[config.mk]
export PLATFORM = sky130hd
export DESIGN_NAME = otp_rd_ctrl
export DESIGN_NICKNAME = d
export VERILOG_FILES = /design/src/rtl/otp_rd_pkg.sv /design/src/rtl/otp_part_decode.sv /design/src/rtl/otp_rd_seq.sv /design/src/rtl/otp_rd_regs.sv /design/src/rtl/otp_rd_ctrl.sv
export SDC_FILE = /design/constraint.sdc
export NUM_CORES = 1
export LEC_CHECK = 0
export BUFFER_PORTS_ARGS = -buffer_cell sky130_fd_sc_hd__buf_2
export CORE_MARGIN = 5
export CORE_UTILIZATION = 40
export DETAILED_ROUTE_END_ITERATION = 10
export GPL_TIMING_DRIVEN = 1
export HOLD_SLACK_MARGIN = 0.15
export SKIP_LAST_GASP = 1
export SLEW_MARGIN = 30
export SYNTH_ARGS = -nofsm -noshare
export SYNTH_HDL_FRONTEND = slang
export SYNTH_HIERARCHICAL = 1
export SYNTH_SLANG_ARGS = --single-unit
export TNS_END_PERCENT = 10
[constraint.sdc]
create_clock -name clk_i -period 6.7 [get_ports clk_i]
set_input_delay 0 -clock clk_i [delete_from_list [all_inputs] [get_ports clk_i]]
set_output_delay 0 -clock clk_i [all_outputs]
set_load 0.05 [all_outputs]
[src/rtl/otp_rd_pkg.sv]
package otp_rd_pkg;

  localparam int unsigned NUM_PART = 4;
  localparam int unsigned PW       = 16;
  localparam int unsigned DW       = 32;
  localparam int unsigned REG_AW   = 12;

  typedef struct packed {
    logic [PW-1:0] base;   // first word
    logic [PW-1:0] words;  // size in words
    logic          secret;
  } part_t;

  // index 0 = hw config, 1..2 = secrets, 3 = lifecycle
  localparam part_t [NUM_PART-1:0] PART_MAP = '{
    '{base: 16'd48, words: 16'd8,  secret: 1'b0},
    '{base: 16'd32, words: 16'd16, secret: 1'b1},
    '{base: 16'd16, words: 16'd16, secret: 1'b1},
    '{base: 16'd0,  words: 16'd16, secret: 1'b0}
  };

  function automatic int unsigned map_end();
    int unsigned e = 0;
    for (int i = 0; i < NUM_PART; i++) begin
      if (int'(PART_MAP[i].base) + int'(PART_MAP[i].words) > e)
        e = int'(PART_MAP[i].base) + int'(PART_MAP[i].words);
    end
    return e;
  endfunction

  localparam int unsigned TOTAL_WORDS = map_end();
  localparam int unsigned OTP_AW      = $clog2(TOTAL_WORDS);

  localparam logic [REG_AW-1:0] REG_CTRL  = 12'h200;
  localparam logic [REG_AW-1:0] REG_OFFS  = 12'h204;
  localparam logic [REG_AW-1:0] REG_RDATA = 12'h208;

  localparam logic [7:0] CMD_READ = 8'h01;
  localparam int unsigned STS_DONE = 0;
  localparam int unsigned STS_ERR  = 1;

  typedef enum logic [1:0] {
    RD_IDLE,
    RD_REQ,
    RD_WAIT
  } rd_state_e;

endpackage

[src/rtl/otp_part_decode.sv]
module otp_part_decode
  import otp_rd_pkg::*;
(
  input  logic [DW-1:0]     offset_i,
  input  logic              prov_i,
  output logic              ok_o,
  output logic [OTP_AW-1:0] word_o
);

  logic [DW-3:0]       word;
  logic [NUM_PART-1:0] hit;
  logic [NUM_PART-1:0] open_part;

  assign word = offset_i[DW-1:2];

  for (genvar i = 0; i < NUM_PART; i++) begin : g_part
    logic [DW-3:0] lo, hi;
    assign lo = (DW-2)'(PART_MAP[i].base);
    assign hi = lo + (DW-2)'(PART_MAP[i].words);
    assign hit[i] = (word >= lo) && (word < hi);
    assign open_part[i] = hit[i] && !(PART_MAP[i].secret && prov_i);
  end

  assign ok_o   = (offset_i[1:0] == 2'b00) && (|open_part);
  assign word_o = word[OTP_AW-1:0];

endmodule

[src/rtl/otp_rd_seq.sv]
module otp_rd_seq
  import otp_rd_pkg::*;
(
  input  logic              clk_i,
  input  logic              rst_ni,
  input  logic              cmd_i,
  input  logic              ok_i,
  input  logic [OTP_AW-1:0] word_i,
  output logic              otp_req_o,
  output logic [OTP_AW-1:0] otp_addr_o,
  input  logic              otp_gnt_i,
  input  logic              otp_rvalid_i,
  input  logic [DW-1:0]     otp_rdata_i,
  output logic              accept_o,
  output logic              cpl_o,
  output logic              cpl_err_o,
  output logic [DW-1:0]     cpl_data_o
);

  rd_state_e         state_q, state_d;
  logic [OTP_AW-1:0] addr_q;

  assign accept_o = cmd_i && (state_q == RD_IDLE);

  always_comb begin
    state_d   = state_q;
    cpl_o     = 1'b0;
    cpl_err_o = 1'b0;
    unique case (state_q)
      RD_IDLE: if (accept_o) begin
        if (ok_i) state_d = RD_REQ;
        else begin
          cpl_o     = 1'b1;  // rejected: finish without touching the array
          cpl_err_o = 1'b1;
        end
      end
      RD_REQ:  if (otp_gnt_i) state_d = RD_WAIT;
      RD_WAIT: if (otp_rvalid_i) begin
        cpl_o   = 1'b1;
        state_d = RD_IDLE;
      end
      default: state_d = RD_IDLE;
    endcase
  end

  always_ff @(posedge clk_i or negedge rst_ni) begin
    if (!rst_ni) begin
      state_q <= RD_IDLE;
      addr_q  <= '0;
    end else begin
      state_q <= state_d;
      if (accept_o && ok_i) addr_q <= word_i;
    end
  end

  assign otp_req_o  = (state_q == RD_REQ);
  assign otp_addr_o = addr_q;
  assign cpl_data_o = otp_rdata_i;

  a_r10_req_hold: assert property (@(posedge clk_i) disable iff (!rst_ni)
    (otp_req_o && !otp_gnt_i) |=> (otp_req_o && $stable(otp_addr_o)));

endmodule

[src/rtl/otp_rd_regs.sv]
module otp_rd_regs
  import otp_rd_pkg::*;
(
  input  logic              clk_i,
  input  logic              rst_ni,
  input  logic              we_i,
  input  logic [REG_AW-1:0] addr_i,
  input  logic [DW-1:0]     wdata_i,
  output logic [DW-1:0]     rdata_o,
  output logic [DW-1:0]     offset_o,
  output logic              cmd_o,
  input  logic              accept_i,
  input  logic              cpl_i,
  input  logic              cpl_err_i,
  input  logic [DW-1:0]     cpl_data_i
);

  logic [DW-1:0] offset_q, rdata_q;
  logic          done_q, err_q;
  logic [DW-1:0] status;

  assign cmd_o = we_i && (addr_i == REG_CTRL) && (wdata_i[7:0] == CMD_READ);

  always_ff @(posedge clk_i or negedge rst_ni) begin
    if (!rst_ni) begin
      offset_q <= '0;
      rdata_q  <= '0;
      done_q   <= 1'b0;
      err_q    <= 1'b0;
    end else begin
      if (we_i && (addr_i == REG_OFFS)) offset_q <= wdata_i;
      // completion wins over accept (rejects do both in one cycle)
      if (cpl_i) begin
        done_q  <= 1'b1;
        err_q   <= cpl_err_i;
        rdata_q <= cpl_err_i ? '0 : cpl_data_i;
      end else if (accept_i) begin
        done_q <= 1'b0;
        err_q  <= 1'b0;
      end
    end
  end

  always_comb begin
    status           = '0;
    status[STS_DONE] = done_q;
    status[STS_ERR]  = err_q;
    unique case (addr_i)
      REG_CTRL:  rdata_o = status;
      REG_OFFS:  rdata_o = offset_q;
      REG_RDATA: rdata_o = rdata_q;
      default:   rdata_o = '0;
    endcase
  end

  assign offset_o = offset_q;

  a_r8_done_clear: assert property (@(posedge clk_i) disable iff (!rst_ni)
    (accept_i && !cpl_i) |=> !done_q);

  a_r4_err_zero_data: assert property (@(posedge clk_i) disable iff (!rst_ni)
    (cpl_i && cpl_err_i) |=> (err_q && done_q && rdata_q == '0));

endmodule

[src/rtl/otp_rd_ctrl.sv]
module otp_rd_ctrl
  import otp_rd_pkg::*;
(
  input  logic              clk_i,
  input  logic              rst_ni,
  input  logic              prov_done_i,
  input  logic              reg_we_i,
  input  logic [REG_AW-1:0] reg_addr_i,
  input  logic [DW-1:0]     reg_wdata_i,
  output logic [DW-1:0]     reg_rdata_o,
  output logic              otp_req_o,
  output logic [OTP_AW-1:0] otp_addr_o,
  input  logic              otp_gnt_i,
  input  logic              otp_rvalid_i,
  input  logic [DW-1:0]     otp_rdata_i
);

  logic [DW-1:0]     offset;
  logic              cmd, dec_ok, accept, cpl, cpl_err;
  logic [OTP_AW-1:0] dec_word;
  logic [DW-1:0]     cpl_data;

  otp_rd_regs u_regs (
    .clk_i      (clk_i),
    .rst_ni     (rst_ni),
    .we_i       (reg_we_i),
    .addr_i     (reg_addr_i),
    .wdata_i    (reg_wdata_i),
    .rdata_o    (reg_rdata_o),
    .offset_o   (offset),
    .cmd_o      (cmd),
    .accept_i   (accept),
    .cpl_i      (cpl),
    .cpl_err_i  (cpl_err),
    .cpl_data_i (cpl_data)
  );

  otp_part_decode u_dec (
    .offset_i (offset),
    .prov_i   (prov_done_i),
    .ok_o     (dec_ok),
    .word_o   (dec_word)
  );

  otp_rd_seq u_seq (
    .clk_i        (clk_i),
    .rst_ni       (rst_ni),
    .cmd_i        (cmd),
    .ok_i         (dec_ok),
    .word_i       (dec_word),
    .otp_req_o    (otp_req_o),
    .otp_addr_o   (otp_addr_o),
    .otp_gnt_i    (otp_gnt_i),
    .otp_rvalid_i (otp_rvalid_i),
    .otp_rdata_i  (otp_rdata_i),
    .accept_o     (accept),
    .cpl_o        (cpl),
    .cpl_err_o    (cpl_err),
    .cpl_data_o   (cpl_data)
  );

  a_r4_blocked_no_req: assert property (@(posedge clk_i) disable iff (!rst_ni)
    (accept && !dec_ok) |=> !otp_req_o);

  a_r7_addr_in_range: assert property (@(posedge clk_i) disable iff (!rst_ni)
    otp_req_o |-> (int'(otp_addr_o) < TOTAL_WORDS));

endmodule

==> impl_metrics.tcl <==
set metrics [dict create \
    crit_start "u_regs/offset_o[26]" \
    tightest_slew_ns 0.879 \
    port_buffers 120 \
    critPathArrivalTime_ns 2.82 \
    fin_ws_ns 4.13 \
    clock-sinks 74 \
    grt_max_degree 75 \
    drive_gt1_share_pct 36.6 \
    hold_buffers 67 \
    dp.cells 574 \
    grt_pass1_wl_um 17400 \
    n_antenna_cell 0 \
    drt-wirelength-per-cell_um 15.9 \
    avgSynthCellArea_um2 10.7 \
    vias 3207 \
    syn_to_final_growth_pct 31.6 \
    grt_usage_pct 17.6 \
    die_area_um2 12300 \
    setup-violations-final 0 \
    fillers 929 \
    tritoncts "built" \
    powerDensity_nw_per_um2 160 \
    synth-edff-count 0 \
    die-height_um 111 \
    drt_iter0_markers 154 \
    clkTransAtPathRegs_ns 0.08 \
    fin_cells 657 \
    path_class "flip-flop to flip-flop" \
    holdCritPathClass "input port to flip-flop" \
    dpl.hpwl_um 6820 \
    final_common_cell "buf_2" \
    synthArstFlopShare_pct 100 \
    slew_violations 0 \
    hold_ws_ns 0.231 \
    multi_input_comb_area_um2 1700 \
    wirelength_um 10400 \
    cap_violations 0 \
    relSlewSlack_pct 41.3 \
    leakagePower_nw 2.74 \
    fin_setup_tns_ns 0 \
    rsz0062_at_grt "no" \
    clkLatencyLatePin_ns 0.33 \
    die_w_um 111 \
    finalCriticalPeriod_ns 2.57 \
    cts_buffers 9 \
    synth_area_um2 4060 \
    critPathMaxFanout 67 \
    synth_cell_types 33 \
    setup.worst_path.end_class "flip-flop" \
    ys.flop_type "dfrtp_1" \
    seq_area_frac_synth_pct 45.7 \
    syn_inst 378 \
    routed_via_density 4.88 \
    core-area_um2 9820 \
    max_freq_ghz 0.389 \
    cp.required_ns 6.95 \
    drc 0 \
    ys_ff_latch 74 \
    status "finished, final reports clean" \
    firstDrtPassIters 5 \
    rr_startpoint "u_regs/offset_o[26]" \
    worstHoldStart "reg_addr_i[3]" \
    syn_nets 460 \
    grt_antenna_before_repair 0 \
    gp_congestion 0.767 \
    num_io_pins 121 \
    irDropWorstVdd_uv 92.0 \
    clockBufferDepth 2 \
    start_kind "flip-flop" \
    ant_nets 0 \
    grt_pass1_vias 3430 \
    layout_common_cells "buf_2, dfrtp_1, dlygate4sd3_1" \
    post-cts-setup-buffer-count 0 \
    start_util_pct 41.3 \
    final-seq-area_um2 1850 \
    rows 36 \
    pre_cts_ws_ns 4.05 \
    final_nets 601 \
    htreeDepth 3 \
    grt_overflow 0 \
    hold_viol 0 \
    clock-root-buffer "clkbuf_8" \
    finalCritPeriodShare_pct 38.3 \
    ctsResizeCount 0 \
    finClkSkew_ns 0.00691 \
    yosys_warnings 6 \
]
[critical path, stage by stage (launching register included)]
cell and delay, ns:
dfrtp_1 0.42, nor4_1 0.46, nand4_1 0.21, a211oi_2 0.43, or3b_2 0.24, a21oi_4 0.05, buf_4 0.31, nand2b_1 0.22
o21ai_0 0.14
[final timing paths]
path                                  endpoint  slack (ns)  cells past startpoint
max                               u_regs/err_q        4.13                      8
min                           u_seq/state_q[0]        0.23                      6
max reg2reg                       u_regs/err_q        4.13                      8
min reg2reg                      u_regs/done_q        0.50                      1
max in group asynchronous    u_regs/rdata_q[6]        5.99                      2
min in group asynchronous  u_regs/offset_o[24]        0.25                      2
[flip-flops by register name, summed over array words and instances, names as in the netlist]
| register | cells |
|---|---|
| u_seq/otp_addr_o | 6 |
| u_regs/rdata_q | 32 |
| u_regs/err_q | 1 |
| u_seq/state_q | 2 |
| u_regs/done_q | 1 |
| u_regs/offset_o | 32 |
[synthesized netlist by cell type (4+ instances only)]
library cell | count | area [um^2]
nor4_1 | 4 | 25.0
nand3b_1 | 33 | 248
a22oi_1 | 30 | 225
clkbuf_1 | 18 | 67.6
o21ai_0 | 33 | 165
nor2_1 | 36 | 135
nor2b_1 | 4 | 25.0
mux2_4 | 36 | 541
buf_4 | 39 | 293
inv_1 | 33 | 124
dfrtp_1 | 74 | 1850
[layer usage]
metal	wire length, um	GRT usage, %
met5	0	0
met4	136	4.43
met3	592	5.57
met2	5110	28.8
met1	4600	22.6
[power by group]
part           internal, W  leakage [nW]   total, W  switching (W)
clock             0.000144        0.0847   0.000314       0.000170
sequential        0.000447         0.867   0.000448    0.000000892
combinational    0.0000519          1.79  0.0000899      0.0000380
[kinds of logic after synthesis]
kind of cell           share of synthesized area (%)
AOI/OAI and AO/OA                               11.2
and+or+nand+nor                                 15.5
muxes                                           14.7
buffers and inverters                           13.0
DFF                                             45.7
[cell type report]
| type | count | area share [%] |
|---|---|---|
| flip-flops and latches | 74 | 34.7 |
| multi-input cells | 209 | 31.9 |
| repair buffers | 192 | 24.6 |
| well taps | 133 | 3.12 |
| clock buffers | 10 | 2.58 |
| inverters | 33 | 2.32 |
| clock inverters | 6 | 0.774 |
[through the flow]
stage | total power, W | area, um^2 | utilization, %
after floorplan | 0.000488 | 4060 | -
after global placement | 0.000517 | 4480 | 45.6
after detailed placement | 0.000518 | 4480 | 45.7
after CTS | 0.000866 | 5330 | 54.3
after global routing | 0.000896 | 5340 | 54.4
final | 0.000852 | 5340 | 54.4
No activity file was read; power rests on OpenSTA's default activity.
